### config.mk
export PLATFORM = sky130hd
export DESIGN_NAME = tagadd_node
export DESIGN_NICKNAME = d
export VERILOG_FILES = /design/src/rtl/tagadd_pkg.sv /design/src/rtl/tagadd_lowest.sv /design/src/rtl/tagadd_buf.sv /design/src/rtl/tagadd_node.sv
export SDC_FILE = /design/constraint.sdc
export NUM_CORES = 1
export LEC_CHECK = 0
export BUFFER_PORTS_ARGS = -buffer_cell sky130_fd_sc_hd__buf_4
export CAP_MARGIN = 20
export CORE_ASPECT_RATIO = 0.75
export CORE_MARGIN = 1.5
export CORE_UTILIZATION = 41
export CTS_CLUSTER_DIAMETER = 120
export DETAILED_ROUTE_END_ITERATION = 7
export GPL_TIMING_DRIVEN = 0
export PLACE_DENSITY = 0.68
export SKIP_LAST_GASP = 1
export SLEW_MARGIN = 10
export SYNTH_ARGS = -nofsm -noshare
export SYNTH_HDL_FRONTEND = slang
export SYNTH_SLANG_ARGS = --single-unit
### constraint.sdc
create_clock -name clk -period 6.6 [get_ports clk]
set_input_delay 0 -clock clk [delete_from_list [all_inputs] [get_ports clk]]
set_output_delay 0 -clock clk [all_outputs]
set_load 0.02 [all_outputs]
### src/rtl/tagadd_pkg.sv
package tagadd_pkg;

    typedef enum logic [1:0] {
        ST_WAIT   = 2'd0,
        ST_SEARCH = 2'd1,
        ST_HOLD   = 2'd2
    } node_state_t;

endpackage

### src/rtl/tagadd_lowest.sv
module tagadd_lowest #(
    parameter int N = 4,
    localparam int IW = (N > 1) ? $clog2(N) : 1
) (
    input  logic [N-1:0]  vec,
    output logic          any,
    output logic [IW-1:0] idx
);

    // Scanning from the top down lets the lowest set bit win.
    always_comb begin
        idx = '0;
        for (int i = N - 1; i >= 0; i--) begin
            if (vec[i]) begin
                idx = IW'(i);
            end
        end
    end

    assign any = |vec;

endmodule

### src/rtl/tagadd_buf.sv
module tagadd_buf #(
    parameter int DEPTH  = 4,
    parameter int TAG_W  = 16,
    parameter int DATA_W = 32,
    localparam int IW = (DEPTH > 1) ? $clog2(DEPTH) : 1
) (
    input  logic              clk,
    input  logic              rst,
    input  logic              wr_en,
    input  logic [TAG_W-1:0]  wr_tag,
    input  logic [DATA_W-1:0] wr_data,
    input  logic              clr_en,
    input  logic [IW-1:0]     clr_idx,
    input  logic [TAG_W-1:0]  probe_tag,
    output logic              hit,
    output logic [IW-1:0]     hit_idx,
    output logic [DATA_W-1:0] hit_data,
    output logic              full
);

    logic [DEPTH-1:0]  slot_vld;
    logic [TAG_W-1:0]  slot_tag  [DEPTH];
    logic [DATA_W-1:0] slot_data [DEPTH];
    logic [DEPTH-1:0]  match_vec;
    logic [DEPTH-1:0]  free_vec;
    logic              free_any;
    logic [IW-1:0]     free_idx;

    // Tag comparators, one per slot.
    for (genvar g = 0; g < DEPTH; g++) begin : g_cmp
        assign match_vec[g] = slot_vld[g] && (slot_tag[g] == probe_tag);
        assign free_vec[g]  = !slot_vld[g];
    end

    tagadd_lowest #(.N(DEPTH)) u_hit_pick (
        .vec (match_vec),
        .any (hit),
        .idx (hit_idx)
    );

    tagadd_lowest #(.N(DEPTH)) u_free_pick (
        .vec (free_vec),
        .any (free_any),
        .idx (free_idx)
    );

    assign full     = !free_any;
    assign hit_data = slot_data[hit_idx];

    always_ff @(posedge clk) begin
        if (rst) begin
            slot_vld <= '0;
        end else begin
            if (clr_en) begin
                slot_vld[clr_idx] <= 1'b0;
            end
            if (wr_en && free_any) begin
                slot_vld[free_idx]  <= 1'b1;
                slot_tag[free_idx]  <= wr_tag;
                slot_data[free_idx] <= wr_data;
            end
        end
    end

    assert_no_write_when_full_R8: assert property (@(posedge clk) disable iff (rst)
        wr_en |-> !full);

    assert_clear_only_valid_R6: assert property (@(posedge clk) disable iff (rst)
        clr_en |-> slot_vld[clr_idx]);

    assert_cleared_slot_gone_R6: assert property (@(posedge clk) disable iff (rst)
        (clr_en && !wr_en) |=> !slot_vld[$past(clr_idx)]);

endmodule

### src/rtl/tagadd_node.sv
module tagadd_node
    import tagadd_pkg::*;
#(
    parameter int TAG_W  = 16,
    parameter int DATA_W = 32,
    parameter int DEPTH  = 4,
    localparam int TOK_W = TAG_W + DATA_W,
    localparam int IW    = (DEPTH > 1) ? $clog2(DEPTH) : 1
) (
    input  logic             clk,
    input  logic             rst,
    input  logic             a_req,
    input  logic [TOK_W-1:0] a_tok,
    output logic             a_take,
    output logic             a_ack,
    input  logic             b_req,
    input  logic [TOK_W-1:0] b_tok,
    output logic             b_take,
    output logic             b_ack,
    output logic [TAG_W-1:0] ack_tag,
    output logic             z_stb,
    output logic [TOK_W-1:0] z_tok,
    input  logic             z_ack,
    output logic             z_busy
);

    node_state_t       state;
    logic [TAG_W-1:0]  cur_tag;
    logic [DATA_W-1:0] cur_data;
    logic              cur_is_b;
    logic              pref_b;

    logic a_elig, b_elig, pick_a, pick_b, start;
    logic in_search;
    logic a_hit, b_hit, a_full, b_full;
    logic [IW-1:0]     a_hit_idx, b_hit_idx;
    logic [DATA_W-1:0] a_hit_data, b_hit_data;
    logic opp_hit, own_full;
    logic [DATA_W-1:0] opp_data;
    logic [DATA_W-1:0] sum;
    logic a_wr, b_wr, a_clr, b_clr;

    // Request selection, alternating between arcs.
    assign a_elig = a_req && !a_take;
    assign b_elig = b_req && !b_take;
    assign pick_a = a_elig && (!b_elig || !pref_b);
    assign pick_b = b_elig && !pick_a;
    assign start  = (state == ST_WAIT) && !z_busy && (pick_a || pick_b);

    // Search decode.
    assign in_search = (state == ST_SEARCH);
    assign opp_hit   = cur_is_b ? a_hit : b_hit;
    assign opp_data  = cur_is_b ? a_hit_data : b_hit_data;
    assign own_full  = cur_is_b ? b_full : a_full;
    assign sum       = cur_data + opp_data;

    assign a_wr  = in_search && !cur_is_b && !b_hit && !a_full;
    assign b_wr  = in_search &&  cur_is_b && !a_hit && !b_full;
    assign a_clr = in_search &&  cur_is_b &&  a_hit;
    assign b_clr = in_search && !cur_is_b &&  b_hit;

    tagadd_buf #(.DEPTH(DEPTH), .TAG_W(TAG_W), .DATA_W(DATA_W)) u_buf_a (
        .clk       (clk),
        .rst       (rst),
        .wr_en     (a_wr),
        .wr_tag    (cur_tag),
        .wr_data   (cur_data),
        .clr_en    (a_clr),
        .clr_idx   (a_hit_idx),
        .probe_tag (cur_tag),
        .hit       (a_hit),
        .hit_idx   (a_hit_idx),
        .hit_data  (a_hit_data),
        .full      (a_full)
    );

    tagadd_buf #(.DEPTH(DEPTH), .TAG_W(TAG_W), .DATA_W(DATA_W)) u_buf_b (
        .clk       (clk),
        .rst       (rst),
        .wr_en     (b_wr),
        .wr_tag    (cur_tag),
        .wr_data   (cur_data),
        .clr_en    (b_clr),
        .clr_idx   (b_hit_idx),
        .probe_tag (cur_tag),
        .hit       (b_hit),
        .hit_idx   (b_hit_idx),
        .hit_data  (b_hit_data),
        .full      (b_full)
    );

    // State register.
    always_ff @(posedge clk) begin
        if (rst) begin
            state <= ST_WAIT;
        end else begin
            unique case (state)
                ST_WAIT:   if (start) state <= ST_SEARCH;
                ST_SEARCH: state <= opp_hit ? ST_HOLD : ST_WAIT;
                ST_HOLD:   if (z_ack) state <= ST_WAIT;
                default:   state <= ST_WAIT;
            endcase
        end
    end

    // Registered outputs and the latched token.
    always_ff @(posedge clk) begin
        if (rst) begin
            a_take   <= 1'b0;
            b_take   <= 1'b0;
            a_ack    <= 1'b0;
            b_ack    <= 1'b0;
            ack_tag  <= '0;
            z_stb    <= 1'b0;
            z_busy   <= 1'b0;
            z_tok    <= '0;
            cur_tag  <= '0;
            cur_data <= '0;
            cur_is_b <= 1'b0;
            pref_b   <= 1'b0;
        end else begin
            a_take <= 1'b0;
            b_take <= 1'b0;
            a_ack  <= 1'b0;
            b_ack  <= 1'b0;
            unique case (state)
                ST_WAIT: begin
                    if (start) begin
                        cur_is_b <= pick_b;
                        pref_b   <= pick_a;
                        cur_tag  <= pick_b ? b_tok[TOK_W-1:DATA_W] : a_tok[TOK_W-1:DATA_W];
                        cur_data <= pick_b ? b_tok[DATA_W-1:0]     : a_tok[DATA_W-1:0];
                    end
                end
                ST_SEARCH: begin
                    if (opp_hit) begin
                        a_take  <= !cur_is_b;
                        b_take  <= cur_is_b;
                        a_ack   <= 1'b1;
                        b_ack   <= 1'b1;
                        ack_tag <= cur_tag;
                        z_stb   <= 1'b1;
                        z_busy  <= 1'b1;
                        z_tok   <= {cur_tag, sum};
                    end else if (!own_full) begin
                        a_take <= !cur_is_b;
                        b_take <= cur_is_b;
                    end
                end
                ST_HOLD: begin
                    if (z_ack) begin
                        z_stb  <= 1'b0;
                        z_busy <= 1'b0;
                    end
                end
                default: ;
            endcase
        end
    end

    assert_result_held_R9: assert property (@(posedge clk) disable iff (rst)
        (z_stb && !z_ack) |=> (z_stb && $stable(z_tok)));

    assert_acks_paired_R4: assert property (@(posedge clk) disable iff (rst)
        a_ack |-> (b_ack && z_stb && ack_tag == z_tok[TOK_W-1:DATA_W]));

    assert_one_take_R10: assert property (@(posedge clk) disable iff (rst)
        !(a_take && b_take));

    assert_fire_only_when_free_R2: assert property (@(posedge clk) disable iff (rst)
        $rose(z_stb) |-> !$past(z_busy));

    assert_no_take_while_busy_R2: assert property (@(posedge clk) disable iff (rst)
        (z_busy && $past(z_busy)) |-> !(a_take || b_take));

endmodule

==> flow_summary.json <==
{
  "period_share_pct": 97.5,
  "finalCriticalPeriod_ps": 6430,
  "synth_flop_cell": "edfxtp_1",
  "ir_drop_mv": 0.183,
  "num_rows": 71,
  "synth-seq-cells": 496,
  "routed_wl_mm": 62.7,
  "hpwl_mm": 43.0,
  "antennaDiodeCount": 0,
  "synth.largest_area_cell": "edfxtp_1",
  "overflow": 0,
  "vias": 15400,
  "syn_nets": 1828,
  "synthesis.instances": 1695,
  "finalNetCount": 2194,
  "grt_pass1_wl_mm": 92.3,
  "worstPathMaxFanout": 10,
  "drcViolationCount": 0,
  "viasPerCell": 5.57,
  "cts_sinks": 496,
  "crit_cells": 23,
  "cts_root_buffer": "clkbuf_16",
  "powerDensity_nw_per_um2": 268,
  "path_buf_inv": 2,
  "max_stage_delay_ps": 510,
  "synth-compound-area-share_pct": 9.90,
  "grt_antenna_before_repair": 1,
  "coreArea_um2": 50400,
  "placed_area_um2": 23600,
  "synth_top_area_share_pct": 54.8,
  "layout-drive-gt1-share_pct": 19.1,
  "hold_viol": 0,
  "worstSkewPairLatency_ps": 580,
  "synthTopCellsByCount": "edfxtp_1, nor2_1, nand2_1, dfxtp_1, o21ai_0",
  "port_buffers": 170,
  "relSlewSlack_pct": 20.0,
  "seq_area_um2": 13800,
  "htree_levels": 2,
  "initial_core_util_pct": 41.8,
  "gp_congestion": 0.907,
  "area_growth_pct": 25.0,
  "wl_per_cell_um": 22.7,
  "synth_cell_types": 69,
  "ys_seq_area_share_pct": 65.4,
  "synth_edf_count": 384,
  "fmax_ghz": 0.155,
  "die_y_um": 199,
  "n_fill_cell": 4225,
  "clk_path_buf_depth": 3,
  "yosys_warnings": 0,
  "tns_ps": 0,
  "cp.arrival_ps": 6930,
  "fin_area_um2": 26300,
  "synth_xor_area_share_pct": 6.33,
  "synth_area_leaders": "edfxtp_1, dfxtp_1, nor2_1",
  "synth_top_family_by_area": "simple AND/OR/NAND/NOR gates",
  "holdPathStages": 6,
  "required_ps": 7100,
  "worstSetupPathType": "flip-flop to flip-flop",
  "cp-start-kind": "flip-flop",
  "numCtsBuffers": 48,
  "ant_nets": 0,
  "endpoint_kind": "flip-flop",
  "path_cells": "buf_4, xor2_1, nor4_1, nand2_1, nor4_4, nor2_1, nand2_1, clkbuf_2, nor2_1, nor3_1, o21ai_0, o21ai_0, ha_1, a211oi_1, o21ai_0, a2111oi_2, nor4b_1, o211ai_1, a311oi_1, a31oi_1, or3_1, mux2i_1, a31o_1",
  "hold_path.class": "input port to flip-flop",
  "worstMarginPinSlew_ps": 1200,
  "drt-initial-drc-count": 1470,
  "yosysMostFrequentCell": "edfxtp_1",
  "drv_cap": 0,
  "crit_path_top_delay_cell": "nor4_4",
  "ios": 171,
  "critPathMostFrequentCell": "o21ai_0",
  "grt_pass1_vias": 15100,
  "setup-violations-final": 0,
  "reg2reg_depth": 23,
  "final_max_slew_viol_count": 0,
  "fp.dieW_um": 265,
  "cts_tree": "yes",
  "yosys.area_share.simple_pct": 11.2,
  "leakage_nw": 9.59,
  "path_delay_family": "simple AND/OR/NAND/NOR gates",
  "fin_skew_ps": 30.8,
  "avgSynthCellArea_um2": 12.4,
  "clk_pin_slew_ps": 60,
  "async_flop_share_pct": 0,
  "syn-cell-area_um2": 21000,
  "grt_max_degree": 24,
  "synthAdderAreaFrac_pct": 1.94,
  "multi_input_area_um2": 6830,
  "drt_first_pass_iters": 5,
  "status": "complete, no violations",
  "yosys-mux-area-fraction_pct": 2.43,
  "die_area_um2": 52700,
  "grtUsageTotal_pct": 23.5
}
==> power breakdown <==
group          switching [W]  leakage, nW  total (W)  internal (W)
Sequential          0.000114         4.44    0.00359       0.00347
Clock                0.00118        0.751    0.00265       0.00148
Combinational       0.000459         4.39   0.000808      0.000349
Total                0.00175         9.59    0.00705       0.00530
==> cell usage in the layout, fill, tap and decap left out, types with 40 or more instances in the layout <==
cell type and count:
a211oi_1 55, a21oi_1 71, buf_4 229, clkbuf_1 57
clkbuf_16 49, dfxtp_1 100, dlygate4sd3_1 98, edfxtp_1 384
mux2i_1 51, nand2_1 121, nor2_1 232, nor3_1 40
o21ai_0 110, xnor2_1 72, xor2_1 80
==> per-layer routing <==
| metal | vias up | part of all wire, % | global-route usage [%] |
|---|---|---|---|
| li1 | 6955 | - | - |
| met2 | 713 | 45 | 37.2 |
| met1 | 7586 | 44 | 33.1 |
| met3 | 113 | 8.6 | 4.29 |
| met5 | - | 0.021 | 0 |
| met4 | 2 | 2.5 | 6.49 |
==> stage by stage <==
step	hold slack (ps)	total power, W	util, %	instances	worst slack, ps
floorplan	186	0.00407	-	1695	569
global placement	294	0.00434	45.9	2522	-3440
detailed placement	313	0.00436	46.9	2565	-889
CTS	198	0.00705	52.0	2753	10.6
global route	259	0.00726	52.2	2757	-56.9
finish	215	0.00705	52.2	2757	167
==> registers in the layout, summed over array words and instances, names as in the netlist <==
name               count
cur_data              32
u_buf_b.slot_data    128
b_take                 1
state                  2
z_tok                 32
u_buf_b.slot_tag      64
pref_b                 1
cur_is_b               1
u_buf_a.slot_vld       4
b_ack                  1
u_buf_b.slot_vld       4
ack_tag               16
u_buf_a.slot_tag      64
cur_tag               16
u_buf_a.slot_data    128
a_take                 1
z_busy                 1
==> timing repair <==
action,4_1_cts,5_1_grt
hold endpoints to repair,52,0
gates cloned,0,0
endpoints found under the setup margin,16,8
gates resized for setup,24,30
setup buffers,2,3
hold buffers,98,0
pin swaps,0,4
==> logic make-up (layout without fill, tap and decap cells) <==
| family | after synthesis | after routing |
|---|---|---|
| AO/OA/AOI/OAI | 329 | 329 |
| XOR/XNOR | 152 | 152 |
| adder cells (fa/ha/maj) | 32 | 32 |
| buffers and inverters | 116 | 521 |
| flip-flops | 496 | 496 |
| multiplexers | 51 | 51 |
| AND/OR/NAND/NOR | 519 | 519 |
==> worst paths after layout <==
| path | to | start | slack, ps |
|---|---|---|---|
| max | z_tok[31]$_SDFFE_PP0P_ | cur_tag[8]$_SDFFE_PP0P_ | 170 |
| min | cur_tag[10]$_SDFFE_PP0P_ | a_req | 210 |
| max reg2reg | z_tok[31]$_SDFFE_PP0P_ | cur_tag[8]$_SDFFE_PP0P_ | 170 |
| min reg2reg | z_tok[8]$_SDFFE_PP0P_ | z_tok[8]$_SDFFE_PP0P_ | 460 |
==> layout make-up <==
class / instances / area share (%)
inverter: 11 / 0.157
clock inverter: 16 / 0.395
timing repair buffer: 317 / 10.4
sequential: 496 / 52.4
multi-input combinational: 1083 / 26.0
tap: 657 / 3.13
buffer: 104 / 2.16
clock buffer: 73 / 5.36
==> tightest hold or removal path, delay by kind of cell <==
kind	cells	cell delay, ps
AND/OR/NAND/NOR	2	250
AO/OA/AOI/OAI	2	150
buffers and inverters	2	350
Power figures use the tool's default switching activity.
